<file path="src/rtl/gsg_pkg.sv">
package gsg_pkg;

    localparam int CODE_W  = 2;
    localparam int FIELD_W = 2 * CODE_W;
    localparam int CNT_W   = 4;

    typedef enum logic [1:0] {
        ST_IDLE    = 2'd0,
        ST_STROBE  = 2'd1,
        ST_RECOVER = 2'd2
    } gsg_state_e;

endpackage

</file>
<file path="src/rtl/gsg_code_decode.sv">
module gsg_code_decode
    import gsg_pkg::*;
#(
    parameter int W = CNT_W
) (
    input  logic [CODE_W-1:0] code,
    output logic [W-1:0]      cycles
);

    // non-linear code table shared by duration and recovery
    always_comb begin
        unique case (code)
            2'b00:   cycles = W'(3);
            2'b01:   cycles = W'(4);
            2'b10:   cycles = W'(12);
            default: cycles = W'(15);
        endcase
    end

endmodule

</file>
<file path="src/rtl/gsg_cycle_counter.sv">
module gsg_cycle_counter #(
    parameter int W = 4
) (
    input  logic         clk,
    input  logic         rst_n,
    input  logic         load,
    input  logic [W-1:0] load_val,
    output logic         zero
);

    logic [W-1:0] cnt;

    always_ff @(posedge clk or negedge rst_n) begin
        if (!rst_n) begin
            cnt <= '0;
        end else if (load) begin
            cnt <= load_val;
        end else if (cnt != '0) begin
            cnt <= cnt - 1'b1;
        end
    end

    assign zero = (cnt == '0);

endmodule

</file>
<file path="src/rtl/guest_strobe_gen.sv">
module guest_strobe_gen
    import gsg_pkg::*;
#(
    parameter  int NUM_GUESTS = 4,
    parameter  int DATA_W     = 16,
    localparam int GSEL_W     = $clog2(NUM_GUESTS),
    localparam int CFG_W      = NUM_GUESTS * FIELD_W
) (
    input  logic                  clk,
    input  logic                  rst_n,
    input  logic [CFG_W-1:0]      timing_cfg,
    input  logic                  req_valid,
    input  logic [GSEL_W-1:0]     req_guest,
    input  logic                  req_write,
    output logic                  req_ready,
    output logic                  busy,
    output logic                  rd_strobe,
    output logic                  wr_strobe,
    output logic [NUM_GUESTS-1:0] guest_cs,
    output logic                  done,
    input  logic [DATA_W-1:0]     rd_data_in,
    output logic [DATA_W-1:0]     rd_data
);

    gsg_state_e state, state_nxt;

    logic [FIELD_W-1:0] fld [NUM_GUESTS];
    logic [FIELD_W-1:0] sel_fld;
    logic [GSEL_W-1:0]  lat_guest;
    logic               lat_wr;
    logic [CODE_W-1:0]  lat_rec_code;
    logic [CNT_W-1:0]   dur_now;
    logic [CNT_W-1:0]   rec_lat;
    logic [CNT_W-1:0]   lat_dur_cycles;
    logic               accept;
    logic               cnt_load;
    logic [CNT_W-1:0]   cnt_val;
    logic               cnt_zero;
    logic               strobe_end;

    // slice the configuration word into one nibble per guest
    for (genvar g = 0; g < NUM_GUESTS; g++) begin : g_field
        assign fld[g] = timing_cfg[g*FIELD_W +: FIELD_W];
    end

    assign sel_fld = fld[req_guest];
    assign accept  = req_valid && (state == ST_IDLE);

    gsg_code_decode #(.W(CNT_W)) u_dec_dur (
        .code   (sel_fld[FIELD_W-1:CODE_W]),
        .cycles (dur_now)
    );

    gsg_code_decode #(.W(CNT_W)) u_dec_rec (
        .code   (lat_rec_code),
        .cycles (rec_lat)
    );

    gsg_cycle_counter #(.W(CNT_W)) u_cnt (
        .clk      (clk),
        .rst_n    (rst_n),
        .load     (cnt_load),
        .load_val (cnt_val),
        .zero     (cnt_zero)
    );

    // state register
    always_ff @(posedge clk or negedge rst_n) begin
        if (!rst_n) begin
            state <= ST_IDLE;
        end else begin
            state <= state_nxt;
        end
    end

    // next state and counter loads
    always_comb begin
        state_nxt  = state;
        cnt_load   = 1'b0;
        cnt_val    = '0;
        strobe_end = 1'b0;
        unique case (state)
            ST_IDLE: begin
                if (accept) begin
                    state_nxt = ST_STROBE;
                    cnt_load  = 1'b1;
                    cnt_val   = dur_now - 1'b1;
                end
            end
            ST_STROBE: begin
                if (cnt_zero) begin
                    state_nxt  = ST_RECOVER;
                    cnt_load   = 1'b1;
                    cnt_val    = rec_lat - 1'b1;
                    strobe_end = 1'b1;
                end
            end
            ST_RECOVER: begin
                if (cnt_zero) begin
                    state_nxt = ST_IDLE;
                end
            end
            default: state_nxt = ST_IDLE;
        endcase
    end

    // capture the request and its codes at acceptance
    always_ff @(posedge clk or negedge rst_n) begin
        if (!rst_n) begin
            lat_guest      <= '0;
            lat_wr         <= 1'b0;
            lat_rec_code   <= '0;
            lat_dur_cycles <= CNT_W'(3);
        end else if (accept) begin
            lat_guest      <= req_guest;
            lat_wr         <= req_write;
            lat_rec_code   <= sel_fld[CODE_W-1:0];
            lat_dur_cycles <= dur_now;
        end
    end

    // completion pulse and read capture on the strobe's last edge
    always_ff @(posedge clk or negedge rst_n) begin
        if (!rst_n) begin
            done    <= 1'b0;
            rd_data <= '0;
        end else begin
            done <= strobe_end;
            if (strobe_end && !lat_wr) begin
                rd_data <= rd_data_in;
            end
        end
    end

    // outputs
    always_comb begin
        req_ready = 1'b0;
        rd_strobe = 1'b0;
        wr_strobe = 1'b0;
        guest_cs  = '0;
        unique case (state)
            ST_IDLE:    req_ready = 1'b1;
            ST_STROBE: begin
                rd_strobe           = !lat_wr;
                wr_strobe           = lat_wr;
                guest_cs[lat_guest] = 1'b1;
            end
            ST_RECOVER: req_ready = 1'b0;
            default:    req_ready = 1'b0;
        endcase
        busy = !req_ready;
    end

    // ---------------- assertions ----------------
    logic             strobe_any;
    logic [CNT_W:0]   strobe_run;

    assign strobe_any = rd_strobe || wr_strobe;

    always_ff @(posedge clk or negedge rst_n) begin
        if (!rst_n) begin
            strobe_run <= '0;
        end else if (strobe_any) begin
            strobe_run <= strobe_run + 1'b1;
        end else begin
            strobe_run <= '0;
        end
    end

    assert_one_strobe_R4: assert property (@(posedge clk) disable iff (!rst_n)
        !(rd_strobe && wr_strobe));

    assert_cs_follows_strobe_R4: assert property (@(posedge clk) disable iff (!rst_n)
        strobe_any ? $onehot(guest_cs) : (guest_cs == '0));

    assert_accept_starts_R4: assert property (@(posedge clk) disable iff (!rst_n)
        (req_valid && req_ready) |=> strobe_any);

    assert_strobe_length_R2: assert property (@(posedge clk) disable iff (!rst_n)
        (!strobe_any && strobe_run != '0) |-> (strobe_run == {1'b0, lat_dur_cycles}));

    assert_no_accept_busy_R5: assert property (@(posedge clk) disable iff (!rst_n)
        strobe_any |-> !req_ready);

    assert_done_pulse_R8: assert property (@(posedge clk) disable iff (!rst_n)
        done |-> (!strobe_any && $past(strobe_any)));

    assert_done_single_R8: assert property (@(posedge clk) disable iff (!rst_n)
        done |=> !done);

    assert_read_hold_R9: assert property (@(posedge clk) disable iff (!rst_n)
        !done |-> $stable(rd_data));

    assert_busy_inverse_R10: assert property (@(posedge clk) disable iff (!rst_n)
        busy != req_ready);

endmodule

</file>
<file path="config.mk">
export PLATFORM = sky130hd
export DESIGN_NAME = guest_strobe_gen
export DESIGN_NICKNAME = d
export VERILOG_FILES = /design/src/rtl/gsg_pkg.sv /design/src/rtl/gsg_code_decode.sv /design/src/rtl/gsg_cycle_counter.sv /design/src/rtl/guest_strobe_gen.sv
export SDC_FILE = /design/constraint.sdc
export NUM_CORES = 1
export LEC_CHECK = 0
export BUFFER_PORTS_ARGS = -buffer_cell sky130_fd_sc_hd__buf_2
export CAP_MARGIN = 10
export CORE_UTILIZATION = 47
export DETAILED_ROUTE_END_ITERATION = 12
export HOLD_SLACK_MARGIN = 0.06
export PLACE_DENSITY_LB_ADDON = 0.12
export SLEW_MARGIN = 20
export SYNTH_ARGS = -nofsm -noshare
export SYNTH_HDL_FRONTEND = slang
export SYNTH_SLANG_ARGS = --single-unit
</file>
<file path="constraint.sdc">
create_clock -name clk -period 2.7 [get_ports clk]
set_input_delay 0.675 -clock clk [delete_from_list [all_inputs] [get_ports clk]]
set_output_delay 0.675 -clock clk [all_outputs]
set_load 0.03 [all_outputs]
</file>
==> results, run 1 <==
- The flow ran to the end, and the final reports show no timing, DRC or antenna violations.
- At the later pin of the worst-skew pair, clock insertion delay measures 0.33 ns.
- The width of the die is 58.5 um.
- The synthesized cell area is 1500 sq um.
- The maximum resistive drop on vdd is 0.444 mV.
- Setup violations remaining at the end of the flow were counted as 0.
- The post-synthesis area per instance is 12.2 sq um.
- Of the total synthesized cell area, the portion taken by full adders, half adders and majority gates is 0.0834.
- The power per cell area is 1190 nW/um^2.
- Setup repair after global routing left no endpoint under its margin.
- Port buffering added 62 buffers.
- The height of the die is 58.5 um.
- After clock tree synthesis, the clock-pin slew on the worst setup and hold paths is 0.14 ns.
- The length of the first detailed-routing pass in iterations is 6.
- The total overflow left after global routing is 0.
- Of the total synthesized cell area, the portion taken by XOR and XNOR cells is 0.0117.
- The detailed-route DRC error count is 0.
- Dividing the detail-routed via count by the number of cells gives 5.03.
- The final estimated routing congestion in global placement is 0.715.
- STA puts the critical path data arrival time at 2.65 ns.
- The detailed-route wire length is 2850 um.
- In this run the worst setup path begins at u_cnt.cnt[0].
- By area the synthesized netlist is led by sky130_fd_sc_hd__dfrtp_1 47%, sky130_fd_sc_hd__mux2_4 10%, sky130_fd_sc_hd__ha_1 8.3%.
- Buffers inserted to repair hold after CTS numbered 0.
- The maximum number of pins on one net before global-route repair is 29.
- After floorplanning, the core was divided into 20 placement rows.
- The root buffer cell chosen for the clock tree is sky130_fd_sc_hd__clkbuf_4.
- The delay of the slowest cell on the worst path is 0.71 ns.
- The area of the die is 3420 sq um.
- STA puts the critical path data required time at 2.93 ns.
- The TritonCTS clock tree is done.
- The number of failing hold endpoints at the final stage was 0.
- In the final routed layout, each cell accounts on average for 12.5 um.
- The post-cts resize count is 0.
- The worst setup path is captured at a register.
- In the final design database the tool counted 234 nets.
- The worst setup path is launched from a register.
- The first global-routing pass estimated 4600 um of wire.
- Of the cells placed in the final design, the portion with a size suffix greater than 1 is 0.473.
- The simple-gate area share of the yosys netlist is 0.123.
- The shortest clock period the worst path allows after layout is 2.42 ns.
- The number of antenna diodes in the final layout is 0.
- The core area is 3030 sq um.
- Pin placement for this block handled 63 I/O pins.
- The part of the Yosys area used for sequential elements is 0.467.
- The level count of the clock H-tree is 1.
- The min-delay analysis places its worst path in the category primary input to async pin.
- The number of global-route vias before repair is 1078.
- The number of cells on the worst reg-to-reg path is 5.
- The flop and latch count out of synthesis is 28.
- The relative max-transition margin is 0.439.
- The worst flop-to-flop path endpoint is rd_data[2].
- The number of sinks driven by the clock tree is 28.
- Synthesis handed over a netlist of 123 instances.
- The Yosys step of the flow raised 0 warnings.
- The synthesized-area fraction occupied by ao, oa, aoi and oai cells was 0.0634.
- The cell with the largest stage delay on the worst path is sky130_fd_sc_hd__or3_1.
- After synthesis, the netlist uses 33 different library cells.
- Power comes to 2200 uW.
- Walking the worst path, the cells encountered are inv_1 > ha_1 > or3b_1 > or3_1 > mux2_4.
- Counting the buffers created by CTS gives 3.
- The number of slew-limit violations in the final report was 0.
- For this run, the total global-route usage over all layers was measured as 0.181.
- The critical-path maximum fanout is 16.
- The multiplexer share of the synthesized area is 0.205.
- The initial utilization of the core area, before any placement, comes to 0.495.
- In the finished design, the share of the clock period the worst path needs comes to 0.898.
- The fmax is 413 MHz.
- The number of vias in the routed layout is 1146.
- The number of antenna violations at the first check in global routing was 0.
- The largest total area in the synthesized netlist belongs to sky130_fd_sc_hd__dfrtp_1.
- The analysis attributes to cell leakage a power of 0.000980 uW.
- The last element of the critical path is rd_data[2].
- After routing, the total negative slack on setup checks comes to 0 ns.
- After synthesis, the largest family of logic cells by area is multiplexers.
- The detailed router's first-iteration violation count is 19.
- At the end of the flow the core is filled with cells to 0.612.
- Of the post-synthesis cell area, the dominant cell type holds 0.467.
- At the pin with the least slew margin, the transition time is 0.841 ns.
- The worst register-to-register path begins at u_cnt.cnt[0].
- The number of max-cap violations is 0.
- The critical path class is register to register.
- Synthesis produced a netlist with a net count of 171.
- The buffer count from post-CTS setup fixing is 0.
- The post-detailed-route count of antenna-violating nets is 0.
- The area added between synthesis and finish is 23.4%.
- The reg2reg setup slack is 0.28 ns.
- The placed wire-length estimate after detailed placement is 2200 um.
- The maximum number of buffers from clock root to sink is 2.
- The maximum clock skew at final layout is 0.00245 ns.
[power by group]
part,switching (uW),total [uW],internal [uW]
Combinational,753,1250,499
Sequential,148,775,627
Clock,118,171,52.5
[synth_stat cells]
cell	number
sky130_fd_sc_hd__dfrtp_1	28
sky130_fd_sc_hd__nand2_1	16
sky130_fd_sc_hd__ha_1	10
sky130_fd_sc_hd__mux2_4	10
sky130_fd_sc_hd__inv_1	7
sky130_fd_sc_hd__mux2_2	6
sky130_fd_sc_hd__nor2_1	5
sky130_fd_sc_hd__o21ai_0	5
sky130_fd_sc_hd__mux4_2	4
sky130_fd_sc_hd__nor3_1	3
sky130_fd_sc_hd__o211ai_1	3
sky130_fd_sc_hd__a211o_1	2
sky130_fd_sc_hd__clkbuf_1	2
sky130_fd_sc_hd__nor3b_1	2
sky130_fd_sc_hd__xnor2_1	2
sky130_fd_sc_hd__a31oi_1	1
sky130_fd_sc_hd__a32oi_1	1
sky130_fd_sc_hd__and2_0	1
sky130_fd_sc_hd__and2_1	1
sky130_fd_sc_hd__and3_1	1
sky130_fd_sc_hd__and3b_1	1
sky130_fd_sc_hd__buf_12	1
sky130_fd_sc_hd__buf_2	1
sky130_fd_sc_hd__buf_6	1
sky130_fd_sc_hd__nand2b_1	1
sky130_fd_sc_hd__nand3_1	1
sky130_fd_sc_hd__nand4_1	1
sky130_fd_sc_hd__nor2b_1	1
sky130_fd_sc_hd__o221ai_1	1
sky130_fd_sc_hd__o22ai_1	1
sky130_fd_sc_hd__or3_1	1
sky130_fd_sc_hd__or3b_1	1
sky130_fd_sc_hd__or3b_2	1
[state kept, by name, summed over array words and instances (netlist names)]
register	cells
done	1
lat_guest	2
lat_rec_code	2
lat_wr	1
rd_data	16
state	2
u_cnt.cnt	4
[worst max-delay path, delay by kind of cell, from the launching register on]
kind	cells	cell delay (ns)
fa+ha+maj	1	0.17
buf+inv	1	0.10
flops	1	0.44
mux	1	0.43
simple gates	2	1.18
[placed cells by master (no fill, tap or decap), drive strengths merged, types with 4 or more instances in the layout]
cell type | Yosys | routed
nor2 | 5 | 5
inv | 7 | 7
o21ai | 5 | 5
buf | 3 | 63
nand2 | 16 | 16
dfrtp | 28 | 28
ha | 10 | 10
mux4 | 4 | 4
mux2 | 16 | 16
[logic make-up after synthesis]
group                    after synthesis
AO/OA/AOI/OAI                         14
flip-flops                            28
AND/OR/NAND/NOR                       37
multiplexers                          20
XOR/XNOR                               2
buffers and inverters                 12
adder cells (fa/ha/maj)               10
[how the worst min path moves through the flow]
stage	endpoint	slack (ns)	cells after the start
2_1_floorplan	done	0.38	0
3_3_place_gp	rd_data[11]	0.48	1
3_5_place_dp	rd_data[14]	0.49	1
4_1_cts	done	0.35	1
5_1_grt	rd_data[3]	0.37	1
6_report	done	0.34	1
[final cells by class]
class	count	area [sq um]
fillers	256	1180
clock buffers	3	22.5
multi-input cells	83	729
inverters	7	26.3
well taps	44	55.1
repair buffers	63	318
flip-flops and latches	28	701
[layer usage]
metal / track usage / wire length, um / vias to the layer above
li1: - / - / 550
met1: 0.191 / 1180 / 551
met2: 0.346 / 1500 / 40
met3: 0.0286 / 109 / 5
met4: 0.0884 / 56 / 0
met5: 0 / 0 / -
[metrics by stage]
step / hold slack (ns) / worst slack (ns) / cell area, sq um / instances
floorplan: 0.379 / 0.342 / 1500 / 123
global route: 0.369 / 0.156 / 1850 / 228
CTS: 0.346 / 0.248 / 1850 / 228
finish: 0.336 / 0.276 / 1850 / 228
global placement: 0.482 / 0.396 / 1830 / 225
detailed placement: 0.489 / 0.265 / 1830 / 225
No activity file was read; power rests on OpenSTA's default activity.
==> inputs of run 2 (changes only) <==
--- a/config.mk
+++ b/config.mk
@@ -10,6 +10,7 @@
 export CORE_UTILIZATION = 47
 export DETAILED_ROUTE_END_ITERATION = 12
 export HOLD_SLACK_MARGIN = 0.06
+export MAX_ROUTING_LAYER = met4
 export PLACE_DENSITY_LB_ADDON = 0.12
 export SLEW_MARGIN = 20
 export SYNTH_ARGS = -nofsm -noshare
==> results, run 2 (synthesis results as in run 1) <==
- Result of the run: finished, final reports clean (unchanged).
- The number of cells on the worst reg-to-reg path is 5 (unchanged).
- The number of failing hold endpoints at the final stage was 0 (unchanged).
- The sequential share of power is 0.353 (about the same).
- The number of max-cap violations is 0 (unchanged).
- The core area came to 3030 sq um (unchanged).
- The fmax is 413 MHz (about the same).
- The placed instance count is 225 (unchanged).
- The maximum number of buffers from clock root to sink is 2 (unchanged).
- The total setup violations reported at the end of the flow is 0 (unchanged).
- The fraction of power spent switching nets is 0.464 (about the same).
- The layout cell share with drive strength beyond 1 came to 0.473 (unchanged).
- The boundary pin count is 63 (unchanged).
- The most common cell after layout, fill and taps aside is sky130_fd_sc_hd__buf_2 (unchanged).
- The width of the die is 58.5 um (unchanged).
- The flip-flop count of the largest register after layout is 16 (unchanged).
- The reg2reg setup slack is 0.28 ns (about the same).
- The placed wire-length estimate after detailed placement is 2200 um (unchanged).
- The delay of the slowest cell on the worst path is 0.71 ns (about the same).
- The post-layout instance count excluding filler cells came to 228 (unchanged).
- The antenna diode count was 0 (unchanged).
- The transition time of the tightest slew-check pin is 0.841 ns (about the same).
- The number of antenna violations at the first check in global routing was 0 (unchanged).
- The startpoint of the lowest-slack register-to-register path is u_cnt.cnt[0] (unchanged).
- The type of element launching the critical path is a register (unchanged).
- Setup repair after global routing missed its margin: false (unchanged).
- The number of nets in the final layout is 234 (unchanged).
- The worst min-delay path class is primary input to async pin (unchanged).
- The detailed-route wire length is 2850 um (about the same).
- The number of hold buffers added after cts was 0 (unchanged).
- The family of cells with the greatest summed delay on the critical path was simple AND/OR/NAND/NOR gates (unchanged).
- The total clock buffers created by CTS came to 3 (unchanged).
- The data required time of the critical path is 2.93 ns (about the same).
- The total track usage came to 0.187 (was 0.181).
- The area added between synthesis and finish is 23.4% (unchanged).
- The number of vias in the routed layout is 1145 (was 1146).
- The root buffer cell is sky130_fd_sc_hd__clkbuf_4 (unchanged).
- The total global routing overflow was 0 (unchanged).
- The detailed-route DRC error count is 0 (unchanged).
- The number of sinks driven by the clock tree came to 28 (unchanged).
- The TritonCTS clock tree is done (unchanged).
- The clock latency on the worst-skew pair is 0.33 ns (about the same).
- The maximum resistive drop on vdd was 0.444 mV (about the same).
- The post-detailed-route count of antenna-violating nets was 0 (unchanged).
- The number of port buffers is 62 (unchanged).
- The number of slew-limit violations in the final report is 0 (unchanged).
- The kind of end point of the critical path is a register (unchanged).
- The detailed router's first-iteration violation count was 19 (unchanged).
- The total internal power was 1180 uW (unchanged).
- The length of the first detailed-routing pass in iterations is 6 (unchanged).
- The cell with the largest stage delay on the worst path was sky130_fd_sc_hd__or3_1 (unchanged).
- The clock-pin slew reported for the worst setup and hold paths after clock tree synthesis is 0.14 ns (about the same).
- The count of standard-cell rows is 20 (unchanged).
- The total negative slack for setup checks is 0 ns (unchanged).
- The buffer count from post-CTS setup fixing is 0 (unchanged).
- The initial standard-cell utilization of the core is 0.495 (unchanged).
- The area of the die is 3420 sq um (unchanged).
- The level count of the clock H-tree was 1 (unchanged).
- The combinational share of power is 0.570 (about the same).
- The number of global-route vias before repair is 1077 (was 1078).
- The register name with the most flops is rd_data (unchanged).
- Biggest registers after layout: rd_data (16), u_cnt.cnt (4) (unchanged).
- Commonest cells after routing, fill and taps aside: 62 x sky130_fd_sc_hd__buf_2, 28 x sky130_fd_sc_hd__dfrtp_1, 16 x sky130_fd_sc_hd__nand2_1, 10 x sky130_fd_sc_hd__mux2_4, 10 x sky130_fd_sc_hd__ha_1 (unchanged).
- The shortest clock period the worst path allows after layout came to 2.42 ns (about the same).
- The worst flop-to-flop path endpoint was rd_data[2] (unchanged).
- The final estimated routing congestion in global placement is 0.724 (was 0.715).
- The final cycle utilization of the critical path came to 0.898 (about the same).
- The wire length per cell after detailed routing is 12.5 um (about the same).
- The number of vias per cell is 5.02 (was 5.03).
- The critical-path maximum fanout is 16 (unchanged).
- The critical path arrival is 2.65 ns (about the same).
- The buffers plus inverters on the worst setup path is 1 (unchanged).
- The power per cell area is 1190 nW/um^2 (about the same).
- The post-cts resize count was 0 (unchanged).
- Cells along the critical path: inv_1 > ha_1 > or3b_1 > or3_1 > mux2_4 (unchanged).
- The relative max-transition margin is 0.439 (about the same).
- The maximum clock skew at final layout is 0.00242 ns (was 0.00245 ns).
- The static leakage power is 0.000980 uW (unchanged).
- The clock power share came to 0.078 (about the same).
- The critical path class is register to register (unchanged).
- The height of the die was 58.5 um (unchanged).
- The reported net switching power is 1020 uW (about the same).
- The maximum number of pins on one net before global-route repair is 29 (unchanged).
- The global-route wire length before repair is 4600 um (unchanged).
[run 2: worst max path at each step]
stage / from / to / cells after the start
2_1_floorplan: req_guest[0] / u_cnt.cnt[3] / 7
3_3_place_gp: req_guest[0] / u_cnt.cnt[3] / 7
3_5_place_dp: u_cnt.cnt[0] / rd_data[2] / 5
4_1_cts: u_cnt.cnt[0] / rd_data[2] / 5
5_1_grt: u_cnt.cnt[0] / rd_data[3] / 5
6_report: u_cnt.cnt[0] / rd_data[2] / 5
[run 2: cell type report]
class | instances | area (sq um)
clock buffers | 3 | 22.5
fillers | 256 | 1180
inverters | 7 | 26.3
multi-input cells | 83 | 729
flip-flops and latches | 28 | 701
well taps | 44 | 55.1
repair buffers | 63 | 318
[run 2: metrics by stage]
stage	total power, uW	util	hold slack, ns	setup slack (ns)	area [sq um]
floorplan	1720	-	0.379	0.342	1500
global placement	2000	0.604	0.482	0.396	1830
detailed placement	2050	0.604	0.489	0.265	1830
CTS	2220	0.612	0.346	0.248	1850
global route	2360	0.612	0.369	0.156	1850
finish	2200	0.612	0.336	0.277	1850
[run 2: metal layers]
layer  vias up  wire, um  global-route usage
li1        550         -                   -
met1       550      1190               0.191
met2        40      1500               0.346
met3         5       111              0.0286
met4         0        48              0.0884
met5         -         0                   -
[run 2: power by group through the flow]
stage                     registers, uW  logic (uW)  clock network [uW]
after floorplan                    1020         697                   0
after global placement              769        1230                   0
after detailed placement            786        1260                   0
after CTS                           776        1270                 180
after global routing                804        1360                 194
final                               775        1250                 171
